===== src/rtl/pld_pkg.sv =====
package pld_pkg;
  typedef struct packed {
    logic bad;
    logic gross;
    logic restart;
  } pfd_flags_t;
endpackage


===== src/rtl/lock_run_ctr.sv =====
module lock_run_ctr
  import pld_pkg::*;
#(
  parameter int LOCK_W = 16
) (
  input  logic              clk,
  input  logic              rst_n,
  input  pfd_flags_t        flags,
  output logic [LOCK_W-1:0] run_q,
  output logic              run_hit
);
  localparam logic [LOCK_W-1:0] RUN_MAX = {LOCK_W{1'b1}};
  localparam logic [LOCK_W-1:0] RUN_ONE = {{(LOCK_W-1){1'b0}}, 1'b1};

  logic [LOCK_W-1:0] run_nxt;
  logic              run_ce;

  always_comb begin
    if (flags.restart || flags.bad) begin
      run_nxt = '0;
    end else if (run_q == RUN_MAX) begin
      run_nxt = RUN_MAX;
    end else begin
      run_nxt = run_q + RUN_ONE;
    end
    run_ce  = (run_nxt != run_q);
    run_hit = (run_nxt == RUN_MAX);
  end

  always_ff @(posedge clk or negedge rst_n) begin
    if (!rst_n) begin
      run_q <= '0;
    end else if (run_ce) begin
      run_q <= run_nxt;
    end
  end

  // any bad cycle empties the run counter
  a_r1_bad_clears : assert property (@(posedge clk) disable iff (!rst_n)
    flags.bad |=> (run_q == '0));

  // a good cycle below the ceiling advances the count by exactly one
  a_r1_good_steps : assert property (@(posedge clk) disable iff (!rst_n)
    (!flags.bad && !flags.restart && run_q != RUN_MAX)
      |=> (run_q == $past(run_q) + RUN_ONE));
endmodule


===== src/rtl/unlock_accum.sv =====
module unlock_accum
  import pld_pkg::*;
#(
  parameter int UNLK_W = 15
) (
  input  logic              clk,
  input  logic              rst_n,
  input  pfd_flags_t        flags,
  input  logic              locked_q,
  output logic [UNLK_W-1:0] acc_q,
  output logic              drop
);
  localparam logic [UNLK_W-1:0] ACC_TOP = {UNLK_W{1'b1}};
  localparam logic [UNLK_W-1:0] ACC_ONE = {{(UNLK_W-1){1'b0}}, 1'b1};

  logic [UNLK_W-1:0] acc_nxt;
  logic              acc_ce;

  always_comb begin
    drop = locked_q && !flags.restart &&
           (flags.gross || (flags.bad && acc_q == ACC_TOP));
    if (flags.restart || !locked_q || drop) begin
      acc_nxt = '0;
    end else if (flags.bad) begin
      acc_nxt = acc_q + ACC_ONE;
    end else if (acc_q != '0) begin
      acc_nxt = acc_q - ACC_ONE;
    end else begin
      acc_nxt = '0;
    end
    acc_ce = (acc_nxt != acc_q);
  end

  always_ff @(posedge clk or negedge rst_n) begin
    if (!rst_n) begin
      acc_q <= '0;
    end else if (acc_ce) begin
      acc_q <= acc_nxt;
    end
  end

  // the accumulator stays empty whenever the status is unlocked
  a_r8_idle_when_unlocked : assert property (@(posedge clk) disable iff (!rst_n)
    !locked_q |-> (acc_q == '0));

  // a good cycle while locked never raises the accumulator
  a_r3_good_decays : assert property (@(posedge clk) disable iff (!rst_n)
    (locked_q && !flags.bad && !flags.restart && acc_q != '0)
      |=> (acc_q == $past(acc_q) - ACC_ONE));
endmodule


===== src/rtl/pll_lock_detect.sv =====
module pll_lock_detect
  import pld_pkg::*;
#(
  parameter int LOCK_W = 16,
  parameter int UNLK_W = 15
) (
  input  logic clk,
  input  logic rst_n,
  input  logic in_window,
  input  logic gross_err,
  input  logic restart,
  input  logic sticky_clr,
  output logic locked,
  output logic loss_of_lock
);
  localparam logic [LOCK_W-1:0] RUN_MAX = {LOCK_W{1'b1}};

  pfd_flags_t        flags;
  logic [LOCK_W-1:0] run_q;
  logic [UNLK_W-1:0] acc_q;
  logic              run_hit;
  logic              drop;
  logic              locked_q, locked_nxt;
  logic              loss_q, loss_nxt;

  always_comb begin
    flags.bad     = !in_window || gross_err;
    flags.gross   = gross_err;
    flags.restart = restart;
  end

  lock_run_ctr #(.LOCK_W(LOCK_W)) u_run (
    .clk     (clk),
    .rst_n   (rst_n),
    .flags   (flags),
    .run_q   (run_q),
    .run_hit (run_hit)
  );

  unlock_accum #(.UNLK_W(UNLK_W)) u_acc (
    .clk      (clk),
    .rst_n    (rst_n),
    .flags    (flags),
    .locked_q (locked_q),
    .acc_q    (acc_q),
    .drop     (drop)
  );

  always_comb begin
    if (restart || drop) begin
      locked_nxt = 1'b0;
    end else if (!locked_q && run_hit) begin
      locked_nxt = 1'b1;
    end else begin
      locked_nxt = locked_q;
    end
    if (drop) begin
      loss_nxt = 1'b1;
    end else if (sticky_clr) begin
      loss_nxt = 1'b0;
    end else begin
      loss_nxt = loss_q;
    end
  end

  always_ff @(posedge clk or negedge rst_n) begin
    if (!rst_n) begin
      locked_q <= 1'b0;
      loss_q   <= 1'b0;
    end else begin
      if (locked_nxt != locked_q) locked_q <= locked_nxt;
      if (loss_nxt != loss_q)     loss_q   <= loss_nxt;
    end
  end

  assign locked       = locked_q;
  assign loss_of_lock = loss_q;

  // lock is only declared at the end of a full good run
  a_r2_rise_after_run : assert property (@(posedge clk) disable iff (!rst_n)
    (!$past(locked_q) && locked_q) |-> (run_q == RUN_MAX));

  // restart empties both counters and leaves the status unlocked
  a_r5_restart_clears : assert property (@(posedge clk) disable iff (!rst_n)
    restart |=> (!locked_q && run_q == '0 && acc_q == '0));

  // a gross error while locked drops lock and raises the sticky flag
  a_r4_gross_drops : assert property (@(posedge clk) disable iff (!rst_n)
    (locked_q && gross_err && !restart) |=> (!locked_q && loss_q));

  // the sticky flag holds until acknowledged
  a_r6_sticky_holds : assert property (@(posedge clk) disable iff (!rst_n)
    (loss_q && !sticky_clr) |=> loss_q);

  // outputs are quiet straight after reset release
  a_r7_reset_quiet : assert property (@(posedge clk)
    !rst_n |=> (!locked_q && !loss_q));
endmodule


===== config.mk =====
export PLATFORM = sky130hd
export DESIGN_NAME = pll_lock_detect
export DESIGN_NICKNAME = d
export VERILOG_FILES = /design/src/rtl/pld_pkg.sv /design/src/rtl/lock_run_ctr.sv /design/src/rtl/unlock_accum.sv /design/src/rtl/pll_lock_detect.sv
export SDC_FILE = /design/constraint.sdc
export NUM_CORES = 1
export LEC_CHECK = 0
export ABC_AREA = 1
export BUFFER_PORTS_ARGS = -buffer_cell sky130_fd_sc_hd__buf_2
export CAP_MARGIN = 20
export CORE_MARGIN = 4
export CORE_UTILIZATION = 46
export DETAILED_ROUTE_END_ITERATION = 7
export PLACE_DENSITY = 0.61
export SLEW_MARGIN = 0
export SYNTH_ARGS = -nofsm -noshare
export SYNTH_HDL_FRONTEND = slang
export SYNTH_SLANG_ARGS = --single-unit

===== constraint.sdc =====
create_clock -name clk -period 2.9 [get_ports clk]
set_input_delay 0 -clock clk [delete_from_list [all_inputs] [get_ports clk]]
set_output_delay 0 -clock clk [all_outputs]
set_load 0.1 [all_outputs]

======== After elaboration in Yosys (flattened, before gate mapping) ========
Index checks and enable logic that the tools add are counted.
cells by class
  add/sub/neg operators ................... 3
  equality and inequality tests ........... 7
  mux-type cells .......................... 9
  reductions and logical operators ........ 14
operators by type and width
  operator                                                              count
  15-bit 2-to-1 mux                                                     3
  16-bit equality test, second input constant                           2
  16-bit 2-to-1 mux                                                     2
  16-bit by 1-bit adder with 16-bit output, second input constant       1
  16-bit != test                                                        1
  15-bit by 1-bit adder with 15-bit output, second input constant       1
  15-bit equality test, second input constant                           1
  15-bit != test                                                        1
  15-bit nonzero test                                                   1
  15-bit by 1-bit subtractor with 15-bit output, second input constant  1
  1-bit logical OR                                                      6
  1-bit logical AND                                                     4
  1-bit 2-to-1 mux                                                      4
  1-bit logical NOT                                                     3
  1-bit != test                                                         2
storage, ports and cells
  flip-flop bits (word level) ............. 33
  output and inout bits ................... 2
  word-level logic and storage cells ...... 37

======== Depth between registers and ports, before layout ========
Gate-level depths: netlist of the first run.
  depth after elaboration ................. 9
  gate-level depth with buffers ........... 14
  mapped depth without buffers ............ 13

======== By module ========
From an unflattened synthesis of the first run, not the netlist that was laid out.
unflattened totals
  cell total of the unflattened synthesis .. 369
  area total of the unflattened synthesis .. 2479.9 um2
modules (own cells, without submodules)
  module           times used  cells each  area each (um2)  seq. area each (um2)
  unlock_accum     1           212         1365.1           375.4
  lock_run_ctr     1           145         1027.2           400.4
  pll_lock_detect  1           12          87.6             50.0

======== Worst setup path before layout of the first run ========
No wires, ideal clock.
  kind .................................... flip-flop to flip-flop
  start point ............................. register locked_q, in the netlist locked
  end point ............................... register u_acc.acc_q[11]
  setup time .............................. 0.094 ns
  arrival ................................. 1.498 ns
  setup slack ............................. 1.308 ns
  stages on the path, launching flop included .. 4
  path buffers ............................ 1
  cell sequence ........................... dfrtp_1 > nand4_1 > buf_2 > a211oi_1
between the ends
  word-level cells in the longest chain between the ends .. 5
ends and longest elaborated chain
  item                                                    RTL line                                source
  start: declaration                                      pll_lock_detect.sv:23                   logic locked_q, locked_nxt;
  start signal: assignment                                pll_lock_detect.sv:71                   if (locked_nxt != locked_q) locked_q <= locked_nxt;
  1-bit logical NOT or 1-bit logical AND (tied branches)  unlock_accum.sv:22, unlock_accum.sv:20
  1-bit logical OR or 1-bit logical AND (tied branches)   unlock_accum.sv:22, unlock_accum.sv:20
  1-bit logical OR *                                      unlock_accum.sv:22                      if (flags.restart || !locked_q || drop) begin
  15-bit 2-to-1 mux *                                     unlock_accum.sv:22
  15-bit != test                                          unlock_accum.sv:31                      acc_ce = (acc_nxt != acc_q);
  end signal: assignment                                  unlock_accum.sv:38                      acc_q <= acc_nxt;
  end: declaration                                        unlock_accum.sv:10                      output logic [UNLK_W-1:0] acc_q,
Every way passes the cells marked *; elsewhere a longest branch is shown, timed or not.
A chain may end at the register's enable or synchronous reset.

======== Worst setup path after layout of the first run ========
  start point ............................. register u_acc.acc_q[0]
  end point ............................... register u_acc.acc_q[10]
between the ends
  word-level cells in the longest chain between the ends .. 7
ends and longest elaborated chain
  item
  parallel branches: the longest is 7 deep, another holds 15-bit by 1-bit subtractor with 15-bit output
Several ways; the timed one is not identified.

==> results.md, run 1 <==
* Setup Buffers After CTS at 0
* Synthesis Warnings at 0
* GRT Util Overall at 19.3%
* Core ar. at 4790 um^2
* Nets at 365
* Initial Utilization at 48.1%
* Most frequent cells in the layout: nand2_1 (77), nor2_1 (53), inv_1 (45)
* Post-Route Utilization at 53.2%
* Num rows at 25
* Setup Crit Path Kind: register to register
* Reg2Reg Depth at 11
* Slew @ Worst Pin at 0.744 ns
* Initial DRT Pass Iterations at 4
* Status: finished clean
* Relative slew slack at 50.4%
* Fin. Hold Viols at 0
* Synth Register Bits at 33
* Largest net degree at the start of global routing at 34
* Initial DRC count at 171
* Critical Path Sink: u_acc.acc_q[10]
* First-pass GRT wire length at 9.42 mm
* Wirelength per Cell at 12.6 um
* Number of global-route vias before repair at 1972
* Ranking of synthesized cells by area: dfrtp_1 (36%), nand2_1 (13%), nor2_1 (8.6%), inv_1 (7.3%), nand3_1 (6.3%)
* Total power at 0.957 mW
* Via count at 2180
* Xor-xnor portion of the synthesized cell area at 4.18%
* Worst r2r src: u_acc.acc_q[0]
* Clock tree buffer depth at 2
* Synth unique cells at 31
* Synth Area in Adders at 2.17%
* Routed WL at 5.34 mm
* Synthesized netlist net count at 351
* Die width at 78.7 um
* Total Die Area at 6200 um^2
* Crit path DAT at 1.99 ns
* Largest family of logic cells by synthesized area: simple AND/OR/NAND/NOR gates
* R2r setup slk at 1.07 ns
* Synthesized area per cell at 6.75 um^2
* Startpoint types: register
* Die Ht at 78.7 um
* Minimum clock period at 1.83 ns
* Setup tns final at 0 ns
* Mux cell area share after synthesis at 0%
* RSZ-0062 raised after global routing: false
* Synth Area in Compound Gates at 10.8%
* DRC Markers at 0
* Area leader, netlist: dfrtp_1
* Port Buffers at 7
* Fmax at 548 MHz
* # setup viols final at 0
* Critical path startpoint: u_acc.acc_q[0]
* Critical path capture point type: register
* Area grow syn2layout at 10.5%
* Netlist Area Pre-Place at 2300 um^2
* Required @ worst endpoint at 3.07 ns
* Post-route cell area at 2540 um^2
* Hold Slack at 0.0172 ns
* Initial antenna violation count at 0
* Peak supply drop at 0.251 mV
* Grt total ovfl at 0
* Sink Count at 33
* Worst Path Max Fanout at 6
* Count of final max-slew check failures at 0
* Simple-Gate Fraction of Synth Area at 37.7%
* H-tree levels at 2
* Post-synthesis cell count at 341
* Tcrit/Tclk final at 63.0%
* Clock slew at reported path FFs at 0.07 ns
* MaxCap Viol Count at 0
* IO Count at 8
* Clock root buffer: clkbuf_8
* Dpl hpwl at 4.01 mm
* CTS tree: yes
* Layout cells sized above 1 at 10.7%
* Setup Skew at 0.00901 ns
* Vias per inst at 5.15
* Post-route ant nets at 0
* Power Dens Cells at 376 nW/um^2
* CTS buffer count at 5
* Top-area cell type share of the netlist area at 35.9%
* GP Congestion at 0.851
* Worst hold-check path type: primary input to register
* Seq/Total Area, Yosys at 35.9%
* Leak at 1.20 nW
* Placed Area at 2410 um^2
* Worst-Skew Late Latency at 0.29 ns
* Ant diodes at 0
* Most common cell after layout, fill and taps aside: nand2_1
* Reg2reg end: u_acc.acc_q[10]
==> per-stage QoR <==
stage / setup slack, ns / std cells
2_1_floorplan: 1.31 / 341
3_3_place_gp: 1.13 / 413
3_5_place_dp: 1.09 / 413
4_1_cts: 1.07 / 423
5_1_grt: 0.751 / 423
6_report: 1.07 / 423
==> registers in the layout (all words and copies together), names as in the netlist <==
register      cells
locked            1
loss_of_lock      1
u_acc.acc_q      15
u_run.run_q      16
==> how the worst min path moves through the flow <==
stage / startpoint / to / slack, ns / depth (start not counted)
4_1_cts: restart / u_run.run_q[13] / 0.01 / 4
5_1_grt: restart / u_run.run_q[13] / 0.02 / 4
3_3_place_gp: rst_n / u_run.run_q[4] / 0.12 / 1
3_5_place_dp: rst_n / u_run.run_q[4] / 0.12 / 1
2_1_floorplan: rst_n / locked / -0.30 / 0
6_report: restart / u_run.run_q[13] / 0.02 / 4
==> power by group <==
group          leakage (nW)  internal [mW]  switching, mW
sequential            0.461          0.461       0.000564
combinational         0.680         0.0115         0.0275
clock                0.0585          0.280          0.176
==> final cells by class <==
cell class              count  area [um^2]
inverters                  52          195
repair buffers             10         62.6
multi-input cells         253         1260
clock buffers               7         86.3
flip-flops and latches     33          826
well taps                  67         83.8
fillers                   474         2240
clock inverters             1         30.0
==> worst max-delay path, stage by stage, from the launching register on <==
cell and delay [ns]:
dfrtp_1 0.42, ha_1 0.18, nand2_1 0.07, nor2_1 0.20
inv_2 0.09, nor2_1 0.12, nand2_1 0.09, inv_1 0.08
nand2_1 0.06, nand4_1 0.11, o21bai_2 0.20, nor2_1 0.08
==> kinds of logic after synthesis <==
logic type,after synthesis
and+or+nand+nor,195
adders and majority gates,4
xor gates and xnor gates,11
buffers and inverters,55
DFF,33
AOI/OAI and AO/OA,43
==> Yosys cell counts, drive strengths merged <==
cell type and number:
a32oi 2, xor2 9, o31ai 1, o22ai 1
o21ai 16, dfrtp 33, ha 4, nand3 29
a21oi 14, xnor2 2, nor3 14, inv 51
nand3b 1, clkbuf 1, buf 2, nand4 6
nor2 60, or2 1, a31oi 4, clkinv 1
a211oi 1, o21a 2, nand2 84, o21bai 2
==> timing repair <==
item,CTS,global route
gates resized for setup,0,0
hold endpoints to repair,34,0
hold buffers,2,0
==> layer usage <==
metal,track usage [%],vias to the layer above,wire length [um]
met5,0,-,0
met4,5.07,0,49
met3,3.85,7,315
met2,26.8,73,2130
met1,30.0,980,2840
li1,-,1120,-
(Power assumes the default switching activity.)
==> run 2, diff against run 1 <==
PLACE_DENSITY = 0.63   (was 0.61)
clock period = 1.6 ns   (was 2.9 ns; I/O delays follow)
==> results.md, run 2 (synthesis gave the netlist of run 1 again) <==
* Slew @ Worst Pin at 0.756 ns (+0.0115 ns)
* Number of global-route vias before repair at 2296 (+16%)
* IO Count at 8 (unchanged)
* Crit path max-delay family: simple AND/OR/NAND/NOR gates
* Worst hold-check path type: primary input to register
* Worst Path Max Fanout at 5 (-1)
* Relative slew slack at 49.6% (-0.77 points)
* Setup Skew at 0.0101 ns (+0.00109 ns)
* Initial antenna violation count at 0 (unchanged)
* Tcrit/Tclk final at 109% (+46 points)
* Total Die Area at 6200 um^2 (unchanged)
* Area grow syn2layout at 43.2%
* RSZ-0062 raised after global routing: true
* CTS tree: yes
* Post-route ant nets at 0 (unchanged)
* Startpoint types: register
* Nets at 423 (+16%)
* Endpoint, Worst Hold: u_run.run_q[14]
* Die width at 78.7 um (unchanged)
* Dpl hpwl at 4.24 mm (+5.8%)
* Crit path DAT at 1.92 ns (-0.07 ns)
* MaxCap Viol Count at 0 (unchanged)
* Initial DRC count at 188 (+9.9%)
* Initial Utilization at 48.1% (unchanged)
* Crit path largest cell delay at 0.39 ns (-0.03 ns)
* Max reg flops at 16 (unchanged)
* Required @ worst endpoint at 1.78 ns (-1.29 ns)
* CTS buffer count at 5 (unchanged)
* Port Buffers at 7 (unchanged)
* Layout cells sized above 1 at 37.3% (+27 points)
* Most frequent cells in the layout: nand2_1 (69), buf_4 (52), inv_1 (40)
* Count of final max-slew check failures at 0 (unchanged)
* First-pass GRT wire length at 10.5 mm (+11%)
* Placed Area at 2720 um^2 (+13%)
* Clock root buffer: clkbuf_8
* Core ar. at 4790 um^2 (unchanged)
* Initial DRT Pass Iterations at 4 (unchanged)
* Die Ht at 78.7 um (unchanged)
* Vias per inst at 5.03 (-2.4%)
* GP Congestion at 0.867 (+1.8%)
* Worst r2r src: u_acc.acc_q[0]
* Final worst-path setup slack at -0.139 ns (-1.21 ns)
* Via count at 2414 (+11%)
* Routed WL at 6.44 mm (+21%)
* Ant diodes at 0 (unchanged)
* Most common cell after layout, fill and taps aside: nand2_1
* Reg2reg end: locked
* Status: finished, violations left
* Power Dens Cells at 515 nW/um^2 (+37%)
* Largest registers: u_run.run_q: 16 flops, u_acc.acc_q: 15 flops
* Peak supply drop at 0.363 mV (+45%)
* Crit path cell chain: ha_2 > nand2_4 > nor2_4 > inv_4 > nor2_4 > nand2_2 > inv_2 > nand2_2 > nand4_1 > buf_4 > buf_6 > nand2_1
* GRT Util Overall at 21.4% (+2.1 points)
* Failing checks: setup timing
* Clock slew at reported path FFs at 0.07 ns (about the same)
* Fill cell count at 409 (-14%)
* Clock tree buffer depth at 2 (unchanged)
* # setup viols final at 16 (+16)
* Fmax at 575 MHz (+5.0%)
* DRC Markers at 0 (unchanged)
* Largest net degree at the start of global routing at 34 (unchanged)
* Fin. Hold Viols at 0 (unchanged)
* Leak at 1.56 nW (+30%)
* H-tree levels at 2 (unchanged)
* Critical path capture point type: register
* Post-route cell area at 3300 um^2 (+29%)
* Hold Path Stages at 4 (unchanged)
* Slowest-stage cell, CP: dfrtp_1
* Buf/Inv on CP at 4 (+2)
* Num rows at 25 (unchanged)
* Wirelength per Cell at 13.4 um (+6.2%)
* Grt total ovfl at 0 (unchanged)
* Minimum clock period at 1.74 ns (-0.0866 ns)
* Hold Slack at 0.0184 ns (+0.00119 ns)
* R2r setup slk at -0.14 ns (-1.21 ns)
* Worst Hold Launch: restart
* Worst-Skew Late Latency at 0.29 ns (about the same)
* Setup Crit Path Kind: register to register
* Largest Register: u_run.run_q
* Reg2Reg Depth at 12 (+1)
* Sink Count at 33 (unchanged)
run 2: worst max path at each step:
stage | from | to | slack (ns) | depth (start not counted)
after global placement | u_run.run_q[1] | locked | -0.14 | 11
after detailed placement | u_acc.acc_q[0] | u_acc.acc_q[5] | -0.16 | 8
after CTS | u_acc.acc_q[0] | u_acc.acc_q[8] | -0.08 | 11
after floorplan | locked | u_acc.acc_q[11] | 0.008 | 3
after global routing | u_acc.acc_q[0] | u_acc.acc_q[12] | -0.24 | 11
final | u_acc.acc_q[0] | locked | -0.14 | 12
run 2: tightest hold or removal path, stage by stage:
cell and delay [ns]:
buf_2 0.11, nor2_4 0.07, nand2_1 0.06, inv_1 0.03
run 2: area by class of cell:
class	count	area, um^2	share of cell area, %
Multi-Input combinational cell	253	1560	47.2
Sequential cell	33	828	25.1
Inverter	52	200	6.07
Tap cell	67	83.8	2.54
Clock inverter	2	35.0	1.06
Timing Repair Buffer	68	524	15.9
Clock buffer	5	68.8	2.09
run 2: per-stage QoR:
stage | util [%] | TNS [ns] | cells | worst slack [ns] | power (mW)
5_1_grt | 68.9 | -3.20 | 480 | -0.235 | 1.77
2_1_floorplan | - | 0 | 341 | 0.00834 | 0.887
4_1_cts | 63.4 | -0.762 | 472 | -0.0761 | 1.71
3_3_place_gp | 56.8 | -0.391 | 454 | -0.140 | 0.925
3_5_place_dp | 56.8 | -1.10 | 454 | -0.158 | 0.926
6_report | 68.9 | -1.62 | 480 | -0.139 | 1.70
run 2: layer usage:
layer / global-route usage (%) / vias to the layer above / share of wire, %
li1: - / 1235 / -
met1: 30.2 / 1100 / 48
met2: 32.1 / 68 / 45
met3: 4.31 / 11 / 5.6
met4: 8.74 / 0 / 1.8
met5: 0 / - / 0
run 2: timing repair:
| action | 4_1_cts | 5_1_grt |
|---|---|---|
| setup endpoints to repair | 16 | 19 |
| setup buffers | 9 | 8 |
| hold buffers | 2 | 0 |
| endpoints found under the hold margin | 34 | 0 |
| gates resized for setup | 32 | 59 |
| pin swaps | 9 | 26 |
| gates cloned | 1 | 0 |
run 2: power breakdown:
part / total, mW / internal [mW] / switching [mW]
clock network: 0.772 / 0.453 / 0.319
registers: 0.836 / 0.835 / 0.000708
logic: 0.0884 / 0.0281 / 0.0603
==> run 3, diff against run 2 <==
--- a/config.mk
+++ b/config.mk
@@ -12,2 +12,3 @@
 export CORE_UTILIZATION = 46
+export CTS_BUF_LIST = sky130_fd_sc_hd__clkbuf_4 sky130_fd_sc_hd__clkbuf_8
 export DETAILED_ROUTE_END_ITERATION = 7
==> constraint.sdc (replaced) <==
create_clock -name clk -period 1.6 [get_ports clk]
set_input_delay 0.32 -clock clk [delete_from_list [all_inputs] [get_ports clk]]
set_output_delay 0.32 -clock clk [all_outputs]
set_load 0.1 [all_outputs]
==> results.md, run 3 (synthesis gave the netlist of run 1 again) <==
* Status: finished, violations left
* Failing checks: setup timing
* Nets at 420 (-0.71%)
* Worst Path Max Fanout at 8 (+3)
* First-pass GRT wire length at 10.8 mm (+2.7%)
* Worst Hold Launch: sticky_clr
* Setup Skew at 0.00952 ns (-0.000586 ns)
* Ant diodes at 0 (unchanged)
* Clock tree buffer depth at 2 (unchanged)
* Largest net degree at the start of global routing at 20 (-41%)
* Die width at 78.7 um (unchanged)
* Peak supply drop at 0.502 mV (+38%)
* Initial Utilization at 48.1% (unchanged)
* MaxCap Viol Count at 0 (unchanged)
* Setup Crit Path Kind: register to register
* Post-route cell area at 3190 um^2 (-3.1%)
* Worst-Skew Late Latency at 0.29 ns (about the same)
* Critical path capture point type: register
* Register Area at 828 um^2 (unchanged)
* CTS buffer count at 5 (unchanged)
* Switching portion of total power at 22.1% (-0.29 points)
* Placed Area at 2750 um^2 (+1.3%)
* Fill cell count at 403 (-1.5%)
* DRC Markers at 0 (unchanged)
* Post-route ant nets at 0 (unchanged)
* Area grow syn2layout at 38.7%
* IO Count at 8 (unchanged)
* Largest Register: u_run.run_q
* Setup tns final at -0.752 ns (+0.864 ns)
* Hold Slack at 0.204 ns (+0.186 ns)
* Logic pwr share at 5.3% (about the same)
* Crit path DAT at 1.93 ns (about the same)
* Fin. Hold Viols at 0 (unchanged)
* GP Congestion at 0.848 (-2.2%)
* Dpl hpwl at 4.48 mm (+5.7%)
* Tcrit/Tclk final at 106% (-2.3 points)
* Grt total ovfl at 0 (unchanged)
* Worst hold-check path type: primary input to register
* Port Buffers at 7 (unchanged)
* Max reg flops at 16 (unchanged)
* Routed WL at 6.34 mm (-1.5%)
* Largest registers: u_run.run_q: 16 flops, u_acc.acc_q: 15 flops
* Critical path startpoint: u_run.run_q[1]
* RSZ-0062 raised after global routing: true
* Core ar. at 4790 um^2 (unchanged)
* Net Switching at 0.390 mW (+2.7%)
* Area of the multi-input gates at 1470 um^2 (-5.2%)
* Die Ht at 78.7 um (unchanged)
* Worst r2r src: u_run.run_q[1]
* Initial antenna violation count at 0 (unchanged)
* H-tree levels at 2 (unchanged)
* Most frequent cells in the layout: nand2_1 (70), buf_4 (54), nor2_1 (41)
* Total Die Area at 6200 um^2 (unchanged)
* Fmax at 587 MHz (+2.1%)
* Sink Count at 33 (unchanged)
* Relative slew slack at 67.9% (+18 points)
* Via count at 2476 (+2.6%)
* Num rows at 25 (unchanged)
* Slowest-stage cell, CP: dfrtp_1
* Minimum clock period at 1.70 ns (-0.0363 ns)
* Register share of total power at 47.4% (-1.9 points)
* Count of final max-slew check failures at 0 (unchanged)
* Clock root buffer: clkbuf_8
* Startpoint types: register
* Initial DRC count at 155 (-18%)
* Initial DRT Pass Iterations at 5 (+1)
* GRT Util Overall at 21.7% (+0.29 points)
* Vias per inst at 5.18 (+3.0%)
* Number of global-route vias before repair at 2392 (+4.2%)
* Dpl ws at -0.134 ns (+0.0236 ns)
* Required @ worst endpoint at 1.83 ns (+0.05 ns)
* Wirelength per Cell at 13.3 um (-1.1%)
* Clock slew at reported path FFs at 0.08 ns (about the same)
* Crit path cell chain: ha_4 > nand2_4 > nor2_4 > nand3_1 > nand2_1 > nand3_1 > nor2_2 > nand2_1 > nor2_1 > nand3_1 > nand2_1
* Most common cell after layout, fill and taps aside: nand2_1
* P_int at 1.37 mW (+4.5%)
* # setup viols final at 16 (unchanged)
* Layout cells sized above 1 at 34.1% (-3.2 points)
* Slew @ Worst Pin at 0.486 ns (-0.270 ns)
* CTS tree: yes
* Power Dens Cells at 552 nW/um^2 (+7.4%)
* Crit path largest cell delay at 0.41 ns (+0.02 ns)
* Clock power share at 47.3% (+1.8 points)
* Leak at 1.54 nW (-1.6%)
* Final worst-path setup slack at -0.103 ns (+0.0363 ns)
[run 3: changes by cell type in the layout (fill, tap and decap cells not counted), sizes merged]
cell / previous run / this run
clkinvlp: 0 / 1
clkinv: 2 / 1
dlygate4sd3: 2 / 1
buf: 66 / 64
clkbuf: 5 / 6
[run 3: power groups by stage]
stage               combinational, mW  sequential, mW  clock (mW)
global route                    0.105           0.836       0.881
floorplan                      0.0354           0.852           0
global placement               0.0831           0.852           0
detailed placement             0.0836           0.852           0
finish                         0.0930           0.836       0.835
CTS                            0.0901           0.836       0.847
[run 3: metrics by stage]
stage,instances,total power [mW],util (%)
2_1_floorplan,341,0.887,-
3_3_place_gp,457,0.935,57.5
3_5_place_dp,457,0.935,57.5
4_1_cts,472,1.77,63.8
5_1_grt,478,1.82,66.7
6_report,478,1.76,66.7
[run 3: worst paths after layout]
check                                      end  slack [ns]  cells after the start
worst max-delay path                    locked       -0.10                     11
worst min-delay path              loss_of_lock        0.20                      2
worst max register to register          locked       -0.10                     11
worst min register to register    loss_of_lock        0.54                      2
max in group asynchronous       u_acc.acc_q[2]        0.68                      3
min in group asynchronous       u_run.run_q[3]        0.48                      2
[run 3: what timing repair did]
item | CTS | global route
pin swaps | 11 | 14
buffers inserted | 5 | 6
gates cloned | 1 | 0
endpoints found under the setup margin | 16 | 18
resized for setup | 33 | 32
endpoints found under the hold margin | 14 | 0
hold buffers | 1 | 0
[run 3: per-layer routing]
layer	vias to the layer above	track usage, %	wire length, um
met5	-	0	0
met4	0	7.17	98
met3	9	3.40	283
met2	52	33.4	2870
met1	1185	31.2	3100
li1	1230	-	-
[run 3: critical path: cells and delay by family (launching register included)]
family	cells	cell delay [ns]
and+or+nand+nor	10	1.05
DFF	1	0.41
adders and majority gates	1	0.16
[run 3: layout make-up]
class	instances	share of cell area, %
Clock inverter	2	1.18
Inverter	52	6.11
Multi-Input combinational cell	253	46.1
Timing Repair Buffer	65	15.4
Sequential cell	33	25.9
Clock buffer	6	2.59
Tap cell	67	2.62
